File: config.mk
export PLATFORM = sky130hd
export DESIGN_NAME = nrz_byte_serializer
export DESIGN_NICKNAME = d
export VERILOG_FILES = /design/src/rtl/nbs_pkg.sv /design/src/rtl/nbs_shifter.sv /design/src/rtl/nbs_act_mon.sv /design/src/rtl/nrz_byte_serializer.sv
export SDC_FILE = /design/constraint.sdc
export NUM_CORES = 1
export LEC_CHECK = 0
export ABC_AREA = 1
export BUFFER_PORTS_ARGS = -buffer_cell sky130_fd_sc_hd__buf_4
export CAP_MARGIN = 20
export CELL_PAD_IN_SITES_DETAIL_PLACEMENT = 0
export CELL_PAD_IN_SITES_GLOBAL_PLACEMENT = 1
export CORE_ASPECT_RATIO = 1.1
export CORE_MARGIN = 8
export CORE_UTILIZATION = 43
export CTS_BUF_LIST = sky130_fd_sc_hd__clkbuf_8
export DETAILED_ROUTE_END_ITERATION = 16
export MAX_ROUTING_LAYER = met4
export PLACE_DENSITY_LB_ADDON = 0.3
export SLEW_MARGIN = 5
export SYNTH_ARGS = -nofsm -noshare
export SYNTH_HDL_FRONTEND = slang
export SYNTH_HIERARCHICAL = 1
export SYNTH_SLANG_ARGS = --single-unit
File: constraint.sdc
create_clock -name clk_i -period 1.5 [get_ports clk_i]
set_input_delay 0.15 -clock clk_i [delete_from_list [all_inputs] [get_ports clk_i]]
set_output_delay 0.15 -clock clk_i [all_outputs]
set_load 0.05 [all_outputs]
File: src/rtl/nbs_pkg.sv
package nbs_pkg;
  localparam int unsigned BYTE_W_DEF   = 8;
  localparam int unsigned IDLE_LIM_DEF = 32;
endpackage

File: src/rtl/nbs_shifter.sv
module nbs_shifter #(
  parameter int unsigned BYTE_W = nbs_pkg::BYTE_W_DEF
) (
  input  logic              clk_i,
  input  logic              rst_ni,
  input  logic              sleep_i,
  input  logic [BYTE_W-1:0] data_i,
  output logic              bit_o,
  output logic              pclk_o
);
  localparam int unsigned CNT_W = $clog2(BYTE_W);
  localparam logic [CNT_W-1:0] LAST_IDX = CNT_W'(BYTE_W - 1);
  localparam logic [CNT_W-1:0] HALF_IDX = CNT_W'(BYTE_W / 2);

  logic              run_q;
  logic [CNT_W-1:0]  idx_q;
  logic [BYTE_W-1:0] shreg_q;
  logic              load_w;

  assign load_w = !run_q || (idx_q == LAST_IDX);

  always_ff @(posedge clk_i or negedge rst_ni) begin
    if (!rst_ni) begin
      run_q   <= 1'b0;
      idx_q   <= '0;
      shreg_q <= '0;
    end else if (sleep_i) begin
      run_q   <= 1'b0;
      idx_q   <= '0;
    end else if (load_w) begin
      run_q   <= 1'b1;
      idx_q   <= '0;
      shreg_q <= data_i;
    end else begin
      idx_q   <= idx_q + 1'b1;
      shreg_q <= {shreg_q[BYTE_W-2:0], 1'b0};
    end
  end

  assign bit_o  = run_q & shreg_q[BYTE_W-1];
  assign pclk_o = run_q & (idx_q < HALF_IDX);

  AST_GAPLESS_LOAD: assert property (@(posedge clk_i) disable iff (!rst_ni)
    (run_q && idx_q == LAST_IDX && !sleep_i) |=> (idx_q == '0 && shreg_q == $past(data_i)));

  AST_MSB_SHIFT: assert property (@(posedge clk_i) disable iff (!rst_ni)
    (run_q && idx_q != LAST_IDX && !sleep_i) |=> (shreg_q[BYTE_W-1] == $past(shreg_q[BYTE_W-2])));

  AST_START_ON_BOUNDARY: assert property (@(posedge clk_i) disable iff (!rst_ni)
    $rose(run_q) |-> (idx_q == '0));

  AST_PCLK_ALIGN: assert property (@(posedge clk_i) disable iff (!rst_ni)
    $rose(pclk_o) |-> (idx_q == '0));
endmodule

File: src/rtl/nbs_act_mon.sv
module nbs_act_mon #(
  parameter int unsigned IDLE_LIM = nbs_pkg::IDLE_LIM_DEF
) (
  input  logic clk_i,
  input  logic rst_ni,
  input  logic ext_pclk_i,
  output logic alive_o
);
  localparam int unsigned WD_W = $clog2(IDLE_LIM + 1);
  localparam logic [WD_W-1:0] LIM = WD_W'(IDLE_LIM);

  logic [2:0]      sync_q;
  logic [WD_W-1:0] cnt_q;
  logic            edge_w;

  always_ff @(posedge clk_i or negedge rst_ni) begin
    if (!rst_ni) sync_q <= '0;
    else         sync_q <= {sync_q[1:0], ext_pclk_i};
  end

  assign edge_w = sync_q[2] ^ sync_q[1];

  // Counts serial clocks since the last edge; saturates at the limit (absent)
  always_ff @(posedge clk_i or negedge rst_ni) begin
    if (!rst_ni)          cnt_q <= LIM;
    else if (edge_w)      cnt_q <= '0;
    else if (cnt_q != LIM) cnt_q <= cnt_q + 1'b1;
  end

  assign alive_o = (cnt_q != LIM);

  AST_IDLE_SAT: assert property (@(posedge clk_i) disable iff (!rst_ni)
    cnt_q <= LIM);

  AST_EDGE_REVIVES: assert property (@(posedge clk_i) disable iff (!rst_ni)
    edge_w |=> alive_o);

  AST_DROP_AFTER_WINDOW: assert property (@(posedge clk_i) disable iff (!rst_ni)
    $fell(alive_o) |-> ($past(cnt_q) == LIM - 1'b1 && !$past(edge_w)));
endmodule

File: src/rtl/nrz_byte_serializer.sv
module nrz_byte_serializer #(
  parameter int unsigned BYTE_W   = nbs_pkg::BYTE_W_DEF,
  parameter int unsigned IDLE_LIM = nbs_pkg::IDLE_LIM_DEF
) (
  input  logic              clk_i,
  input  logic              rst_ni,
  input  logic [BYTE_W-1:0] data_i,
  input  logic              ext_pclk_i,
  input  logic              pclk_sel_i,
  input  logic              lock_i,
  input  logic              sleep_i,
  output logic              ser_p_o,
  output logic              ser_n_o,
  output logic              pclk_o,
  output logic              rdy_o
);
  logic bit_w, pclk_w, alive_w;

  nbs_shifter #(.BYTE_W(BYTE_W)) u_shift (
    .clk_i  (clk_i),
    .rst_ni (rst_ni),
    .sleep_i(sleep_i),
    .data_i (data_i),
    .bit_o  (bit_w),
    .pclk_o (pclk_w)
  );

  nbs_act_mon #(.IDLE_LIM(IDLE_LIM)) u_mon (
    .clk_i     (clk_i),
    .rst_ni    (rst_ni),
    .ext_pclk_i(ext_pclk_i),
    .alive_o   (alive_w)
  );

  // Reset levels come from the shifter's async reset; sleep overrides here, reset wins on pclk
  assign ser_p_o = !sleep_i & bit_w;
  assign ser_n_o = sleep_i | !bit_w;
  assign pclk_o  = rst_ni & (sleep_i | pclk_w);
  assign rdy_o   = rst_ni & !sleep_i & lock_i & (pclk_sel_i | alive_w);

  AST_PAIR_INVERSE: assert property (@(posedge clk_i) disable iff (!rst_ni)
    !sleep_i |-> (ser_n_o != ser_p_o));

  AST_SLEEP_EXIT_IDLE: assert property (@(posedge clk_i) disable iff (!rst_ni)
    $past(sleep_i) && !sleep_i |-> (!ser_p_o && !pclk_o));
endmodule

==> impl_metrics.toml, run 1 <==
[run_status]
status = "complete, but fails checks"
violations = "negative setup slack"

[global_routing]
grt_pass1_wl_um = 3600
grt-ovfl-total = 0
grt_pass1_vias = 887
top_usage_layer = "met2"
met2_usage_pct = 15.8
grt_use_met3_pct = 2.75
antenna_found_initial = 0
grt_max_degree = 22
met1_usage_pct = 11.5
grt_usage_pct = 9.91

[die]
dieHeight_um = 69.3
die_width_um = 64.4
core_area_um2 = 2470
die-area_um2 = 4460
rows = 19
initial_utilization_pct = 44.8
pin_count = 18

[routing]
drt_iter0_drc = 32
ant_nets = 0
routed_wl_um = 2070
vias = 862
drtPass1Iterations = 4
avgRoutedWirePerCell_um = 10.8
drc_errors = 0
vias_per_cell = 4.49

[setup_path]
worstPathArrival_ns = 1.40
path_max_fanout = 2
timing.rr.end = "u_shift/shreg_q[3]$_DFFE_PN0N_"
startpoint = "u_mon/cnt_q[0]$_DFFE_PN0P_"
critPathCaptureType = "output pin"
r2r_slack_ns = 0.16
worstPathRequired_ns = 1.35
regToRegStartpoint = "u_shift/idx_q[0]$_DFF_PN0_"
worstSetupStartpointType = "register"
ff2ff_path_depth = 7
critPathKind = "register to output pin"

[cts]
cts.sinks = 21
clk_pin_slew_ns = 0.08
root_buffer = "clkbuf_8"
cts_buffer_depth = 2
clock_latency_ns = 0.26
h-tree-depth = 1
cts_buffers = 3
cts_tree = "yes"

[timing]
slew_viol_final = 0
hold_violations = 0
fmax_mhz = 647
period_minus_slack_ns = 1.55
period_share_pct = 103
max_slew_margin_pct = 80.2
worst_slew_pin_slew_ns = 0.296
rsz0062_at_grt = "true"
fin_hold_ws_ns = 0.137
skew_ns = 0.00383
setup_violations = 1
post-route-worst-setup-slack_ns = -0.0451

[place]
dpl.hpwl_um = 1500
gp_congestion = 0.776
io_buffers = 17
dp.cells = 183

[run]
drv_cap = 0

[yosys]
ys_warn_count = 6
syn_nets = 151
synthesis.area_um2 = 1110
ys_ff_latch = 21
synth_cells = 133
synth.distinct_cells = 21
yosysSeqAreaShare_pct = 47.5
avgSynthCellArea_um2 = 8.34

[final_layout]
stdcell_count = 192
layout_commonest_cell = "nand2_1"
mostFrequentLayoutCells = "nand2_1 (29), buf_4 (24), inv_1 (23), nand3_1 (23), dfrtp_1 (20)"
nets = 180
n_antenna_cell = 0
drive_gt1_share_pct = 28.0
syn2layout_area_growth_pct = 25.3

[power_and_ir_drop]
vdd_drop_max_v = 0.000664
power_density_nw_per_um2 = 908
p_leak_nw = 0.774

[min_path]
worstHoldPathType = "input port to register"
hp-start = "data_i[0]"
min_path_cells = 3
hold_path_end = "u_shift/shreg_q[0]$_DFFE_PN0N_"
## final cells by class
type / count / area (µm²)
Clock inverter: 1 / 5.00
Clock buffer: 3 / 41.3
Tap cell: 31 / 38.8
Fill cell: 239 / 1080
Timing Repair Buffer: 27 / 211
Multi-Input combinational cell: 81 / 458
Sequential cell: 21 / 527
Inverter: 28 / 108
## kinds of logic (layout without fill, tap and decap cells)
family                   after synthesis  in the layout  synth area share [%]
AND/OR/NAND/NOR                       70             70                  28.8
flip-flops                            21             21                  47.5
adder cells (fa/ha/maj)                4              4                  4.51
XOR/XNOR                               4              4                  3.84
AO/OA/AOI/OAI                          3              3                  2.15
buffers and inverters                 31             59                  13.2
## metal layers
layer  vias up  wire (µm)
met5         -          0
met4         0         12
met3         2         89
met2        14        951
met1       390       1020
li1        456          -
## per-stage QoR
| step | setup slack [ns] | power [mW] | util [%] | cell area [µm²] | TNS (ns) |
|---|---|---|---|---|---|
| 3_5_place_dp | 0.0884 | 0.885 | 51.7 | 1280 | 0 |
| 3_3_place_gp | 0.152 | 0.876 | 51.7 | 1280 | 0 |
| 5_1_grt | -0.120 | 1.34 | 56.2 | 1390 | -0.120 |
| 6_report | -0.0451 | 1.26 | 56.2 | 1390 | -0.0451 |
| 2_1_floorplan | 0.0247 | 0.797 | - | 1110 | 0 |
| 4_1_cts | -0.0486 | 1.28 | 56.2 | 1390 | -0.0486 |
## sequential cells by signal (all words and copies together), names as in the netlist
| register | cells |
|---|---|
| u_shift/idx_q | 3 |
| u_shift/run_q | 1 |
| u_mon/cnt_q | 6 |
| u_shift/shreg_q | 8 |
| u_mon/sync_q | 3 |
## synth_stat cells
master / count / area [µm²]
buf_12: 1 / 20.0
buf_4: 1 / 7.51
buf_6: 1 / 11.3
dfrtp_1: 20 / 500
dfstp_2: 1 / 26.3
ha_1: 4 / 50.1
inv_1: 25 / 93.8
inv_2: 2 / 7.51
inv_4: 1 / 6.26
nand2_1: 30 / 113
nand2_2: 1 / 6.26
nand3_1: 23 / 115
nand3_2: 3 / 30.0
nand3b_1: 1 / 7.51
nor2_1: 11 / 41.3
nor2_2: 1 / 6.26
o21a_1: 1 / 7.51
o21ai_2: 1 / 8.76
o21bai_1: 1 / 7.51
xnor2_2: 1 / 16.3
xor2_1: 3 / 26.3
## report_power, final
part | leakage (nW) | internal [mW] | switching (mW) | total, mW
sequential | 0.263 | 0.612 | 0.0286 | 0.640
clock | 0.0255 | 0.185 | 0.178 | 0.363
combinational | 0.486 | 0.115 | 0.143 | 0.257
## worst max-delay path, cell delays in order (launching register included)
cell and delay, ns:
dfrtp_1 0.39, inv_2 0.08, ha_4 0.12, nand2_2 0.04, nand3b_1 0.18, nor2_2 0.14
nor2_4 0.04, buf_6 0.14
## worst max-delay path by stage
stage | end | slack, ns | depth (start not counted)
after floorplan | ser_p_o | 0.02 | 5
after CTS | rdy_o | -0.05 | 7
final | rdy_o | -0.05 | 7
after global routing | rdy_o | -0.12 | 7
after global placement | rdy_o | 0.15 | 7
after detailed placement | rdy_o | 0.09 | 7
## timing repair
action,CTS,global route
pin swaps,4,0
buffers inserted,3,0
gates resized for setup,7,0
endpoints found under the setup margin,1,1
hold buffers,2,0
hold endpoints to repair,21,0
Note: power is estimated with default switching activity, not from simulation.
==> run 2: changes to the inputs <==
--- a/config.mk
+++ b/config.mk
@@ -15,7 +15,7 @@
 export CORE_UTILIZATION = 43
 export CTS_BUF_LIST = sky130_fd_sc_hd__clkbuf_8
 export DETAILED_ROUTE_END_ITERATION = 16
-export MAX_ROUTING_LAYER = met4
+export HOLD_SLACK_MARGIN = 0.15
 export PLACE_DENSITY_LB_ADDON = 0.3
 export SLEW_MARGIN = 5
 export SYNTH_ARGS = -nofsm -noshare
==> run 2 against run 1 <==
Against the previous run:
- the flow still finishes with violations (negative setup slack)
- clock power hardly changed
- first-iteration DRC count is 22% higher
- maximum frequency hardly changed
- cell area is 0.72% higher
- routed wire length is 1.4% higher
- combinational power hardly changed
==> impl_metrics.toml, run 2 (same netlist as run 1, synthesis figures left out) <==
[routing]
drtPass1Iterations = 4
ant_nets = 0
avgRoutedWirePerCell_um = 10.9
drc_errors = 0
vias = 863
drt_iter0_drc = 39
vias_per_cell = 4.47
routed_wl_um = 2100

[setup_path]
path_max_fanout = 2
worstSetupStartpointType = "register"
critPathCaptureType = "output pin"
critPathKind = "register to output pin"
worstPathRequired_ns = 1.35
worstPathArrival_ns = 1.40

[final_layout]
n_antenna_cell = 0
nets = 181
largest_register_ffs = 8
reg_top3 = "u_shift/shreg_q x8, u_mon/cnt_q x6"
final_area_um2 = 1400
regMostFlops = "u_shift/shreg_q"
mostFrequentLayoutCells = "nand2_1 (29), buf_4 (24), inv_1 (23), nand3_1 (23), dfrtp_1 (20)"
fillers = 239
drive_gt1_share_pct = 27.8
layout_commonest_cell = "nand2_1"
syn2layout_area_growth_pct = 26.2

[timing]
post-route-worst-setup-slack_ns = -0.0457
fin_hold_ws_ns = 0.190
period_minus_slack_ns = 1.55
fmax_mhz = 647
max_slew_margin_pct = 80.1
tns_ns = -0.0457
setup_violations = 1
period_share_pct = 103
skew_ns = 0.00410
hold_violations = 0
rsz0062_at_grt = "true"
slew_viol_final = 0
worst_slew_pin_slew_ns = 0.296

[power_and_ir_drop]
vdd_drop_max_v = 0.000663
power_density_nw_per_um2 = 903
p_leak_nw = 0.779

[cts]
cts_buffers = 3
cts.sinks = 21
cts_tree = "yes"
cts_buffer_depth = 2
h-tree-depth = 1
clk_pin_slew_ns = 0.08
root_buffer = "clkbuf_8"
clock_latency_ns = 0.26

[min_path]
worstHoldPathType = "input port to register"

[die]
rows = 19
pin_count = 18
dieHeight_um = 69.3
die-area_um2 = 4460
core_area_um2 = 2470
die_width_um = 64.4
initial_utilization_pct = 44.8

[global_routing]
grt-ovfl-total = 0
grt_usage_pct = 9.68
grt_max_degree = 22
antenna_found_initial = 0
grt_pass1_wl_um = 3610
grt_pass1_vias = 893

[run_status]
violations = "negative setup slack"
status = "complete, but fails checks"

[place]
io_buffers = 17
dpl.hpwl_um = 1500
place_area_um2 = 1280
gp_congestion = 0.766

[run]
drv_cap = 0
-- run 2: cell types whose count changed in the layout (fill, tap and decap cells not counted), sizes merged --
cell | before | now
dlygate4sd3 | 2 | 3
-- run 2: routing by layer --
layer  global-route usage, %  routed length [µm]
met5                       0                   0
met2                    16.0                 981
met3                    3.23                 115
met1                    11.1                 990
met4                    3.64                  14
-- run 2: layout make-up --
type	instances	area (µm²)	area share (%)
clock inverter	1	5.00	0.358
tap	31	38.8	2.77
inverter	28	108	7.69
timing repair buffer	28	221	15.8
sequential	21	527	37.7
multi-input combinational	81	458	32.7
clock buffer	3	41.3	2.95
-- run 2: through the flow --
step / power [mW] / std cells / worst slack, ns / util, %
after floorplan: 0.797 / 133 / 0.0247 / -
after CTS: 1.28 / 193 / -0.0486 / 56.6
after global routing: 1.34 / 193 / -0.120 / 56.6
after detailed placement: 0.885 / 183 / 0.0884 / 51.7
after global placement: 0.876 / 183 / 0.152 / 51.7
final: 1.26 / 193 / -0.0457 / 56.6
-- run 2: final timing paths --
kind / start / slack (ns) / cells past startpoint / to
worst min register to register: u_mon/sync_q[0]$_DFF_PN0_ / 0.35 / 0 / u_mon/sync_q[1]$_DFF_PN0_
worst max-delay path: u_mon/cnt_q[0]$_DFFE_PN0P_ / -0.05 / 7 / rdy_o
worst max register to register: u_shift/idx_q[0]$_DFF_PN0_ / 0.15 / 7 / u_shift/shreg_q[3]$_DFFE_PN0N_
min in group asynchronous: rst_ni / 0.42 / 3 / u_mon/cnt_q[4]$_DFFE_PN0P_
max in group asynchronous: rst_ni / 0.81 / 3 / u_mon/cnt_q[5]$_DFFE_PN1P_
worst min-delay path: data_i[1] / 0.19 / 5 / u_shift/shreg_q[1]$_DFFE_PN0N_
-- run 2: timing repair --
action                     in CTS  in global routing
setup endpoints to repair       1                  1
buffers inserted                3                  0
pin swaps                       4                  0
gates resized for setup         7                  0
hold endpoints to repair       23                  0
hold buffers                    3                  0
-- run 2: critical path, stage by stage, from the launching register on --
cell and delay (ns):
dfrtp_1 0.39, inv_2 0.08, ha_4 0.12, nand2_2 0.04
nand3b_1 0.18, nor2_2 0.14, nor2_4 0.04, buf_6 0.14
-- run 2: power breakdown --
group | internal, mW | switching, mW
clock | 0.185 | 0.178
sequential | 0.612 | 0.0285
combinational | 0.116 | 0.143
==> run 3: changes to the inputs <==
--- a/config.mk
+++ b/config.mk
@@ -12,9 +12,9 @@
 export CELL_PAD_IN_SITES_GLOBAL_PLACEMENT = 1
 export CORE_ASPECT_RATIO = 1.1
 export CORE_MARGIN = 8
-export CORE_UTILIZATION = 43
-export CTS_BUF_LIST = sky130_fd_sc_hd__clkbuf_8
+export CORE_UTILIZATION = 40
 export DETAILED_ROUTE_END_ITERATION = 16
+export GPL_ROUTABILITY_DRIVEN = 0
 export HOLD_SLACK_MARGIN = 0.15
 export PLACE_DENSITY_LB_ADDON = 0.3
 export SLEW_MARGIN = 5
==> run 3 against run 2 <==
Against the previous run:
- the run still ends with negative setup slack left
- critical endpoint unchanged
- worst setup slack worse by 0.074 ns
- largest power group unchanged
- combinational power about the same
- final cell count up 3.6%
- sequential power is essentially flat
- register-to-register slack about the same
==> impl_metrics.toml, run 3 (same netlist as run 1, synthesis figures left out) <==
[setup_path]
timing.rr.end = "u_shift/shreg_q[3]$_DFFE_PN0N_"
critPathCaptureType = "output pin"
worstPathRequired_ns = 1.35
r2r_slack_ns = 0.15
critPathKind = "register to output pin"
path_max_fanout = 2
worstSetupStartpointType = "register"
ff2ff_path_depth = 7
regToRegStartpoint = "u_shift/idx_q[0]$_DFF_PN0_"
worstPathArrival_ns = 1.47

[routing]
wl_met2_um = 1010
drc_errors = 0
vias = 897
wl_met3_um = 59
drtPass1Iterations = 4
routed_wl_um = 2090
drt-met1-wl_um = 1010
ant_nets = 0
vias_per_cell = 4.49
avgRoutedWirePerCell_um = 10.5
dr.max_layer_used = "met4"
drt_iter0_drc = 52

[die]
core_area_um2 = 2700
pin_count = 18
initial_utilization_pct = 41.0
die-area_um2 = 4710
die_width_um = 66.2
dieHeight_um = 71.2
rows = 20

[final_layout]
drive_gt1_share_pct = 24.6
final_util_pct = 52.7
mostFrequentLayoutCells = "nand2_1 (30), inv_1 (24), nand3_1 (23), buf_4 (22), dfrtp_1 (19)"
reg_top3 = "u_shift/shreg_q x8, u_mon/cnt_q x6"
regMostFlops = "u_shift/shreg_q"
syn2layout_area_growth_pct = 28.6
largest_register_ffs = 8
fillers = 263
layout_commonest_cell = "nand2_1"
n_antenna_cell = 0
stdcell_count = 200
nets = 186

[power_and_ir_drop]
power_density_nw_per_um2 = 814
p_leak_nw = 0.786
combinationalPowerShare_pct = 22.2
internal_power_mw = 0.837
total_power_mw = 1.16
swShare_pct = 27.8
clock_power_share_pct = 22.5
power_frac_seq_pct = 55.3
vdd_drop_max_v = 0.000479
p_sw_mw = 0.323

[timing]
tns_ns = -0.119
fmax_mhz = 618
period_minus_slack_ns = 1.62
skew_ns = 0.00415
period_share_pct = 108
rsz0062_at_grt = "true"
max_slew_margin_pct = 80.3
hold_violations = 0
fin_hold_ws_ns = 0.172
slew_viol_final = 0
worst_slew_pin_slew_ns = 0.294
setup_violations = 1
post-route-worst-setup-slack_ns = -0.119

[cts]
h-tree-depth = 1
cts_buffer_depth = 2
cts_buffers = 3
clk_pin_slew_ns = 0.11
root_buffer = "clkbuf_4"
cts_tree = "yes"
cts.sinks = 21
clock_latency_ns = 0.29

[global_routing]
grt_usage_pct = 9.55
grt-ovfl-total = 0
grt_pass1_vias = 916
antenna_found_initial = 0
grt_max_degree = 17
grt_pass1_wl_um = 3680

[min_path]
hp-start = "data_i[3]"
min_path_cells = 5
hold_path_end = "u_shift/shreg_q[3]$_DFFE_PN0N_"
worstHoldPathType = "input port to register"

[run_status]
status = "complete, but fails checks"
violations = "negative setup slack"

[run]
drv_cap = 0

[place]
dpl.hpwl_um = 1560
dp.cells = 185
io_buffers = 17
==> run 3: cell count changes in the layout (fill, tap and decap cells not counted), sizes merged <==
cell and change:
clkinv -1, clkbuf +1, buf -2, dlygate4sd3 +7
==> run 3: stage by stage <==
step	worst slack (ns)	cell area, µm²
finish	-0.119	1430
global route	-0.194	1430
CTS	-0.145	1420
detailed placement	0.108	1280
global placement	0.157	1280
floorplan	0.0247	1110
==> run 3: what timing repair did <==
action	4_1_cts	5_1_grt
resized for setup	4	1
pin swaps	4	0
endpoints found under the setup margin	1	3
buffers inserted	1	0
endpoints found under the hold margin	29	0
hold buffers	10	0
==> run 3: layer usage <==
| metal | global-route usage, % | vias up |
|---|---|---|
| met5 | 0 | - |
| met4 | 4.75 | 0 |
| met3 | 1.87 | 2 |
| met2 | 16.3 | 10 |
| met1 | 10.9 | 412 |
| li1 | - | 473 |
==> run 3: layout make-up <==
class	instances	area [µm²]	share of cell area, %
Multi-Input combinational cell	81	445	31.3
Sequential cell	21	528	37.0
Inverter	28	108	7.55
Timing Repair Buffer	33	277	19.4
Clock buffer	4	26.3	1.84
Tap cell	33	41.3	2.90
==> run 3: worst max-delay path: stages (launching register included) <==
cell,delay [ns]
dfrtp_1,0.40
inv_2,0.06
ha_2,0.15
nand2_1,0.05
nand3b_1,0.18
nor2_2,0.14
nor2_4,0.04
buf_6,0.14
==> run 3: power groups by stage <==
stage / clock [mW] / combinational [mW] / sequential [mW]
detailed placement: 0 / 0.232 / 0.652
finish: 0.261 / 0.258 / 0.642
floorplan: 0 / 0.146 / 0.651
global route: 0.301 / 0.292 / 0.647
CTS: 0.285 / 0.262 / 0.642
global placement: 0 / 0.227 / 0.650
==> run 3: how the worst max path moves through the flow <==
stage | start | end | slack (ns) | cells after the start
3_5_place_dp | u_mon/cnt_q[0]$_DFFE_PN0P_ | rdy_o | 0.11 | 7
4_1_cts | u_mon/cnt_q[1]$_DFFE_PN0P_ | rdy_o | -0.15 | 7
3_3_place_gp | u_mon/cnt_q[0]$_DFFE_PN0P_ | rdy_o | 0.16 | 7
6_report | u_mon/cnt_q[0]$_DFFE_PN0P_ | rdy_o | -0.12 | 7
5_1_grt | u_mon/cnt_q[1]$_DFFE_PN0P_ | rdy_o | -0.19 | 7
2_1_floorplan | u_shift/run_q$_DFFE_PN0P_ | ser_p_o | 0.02 | 5
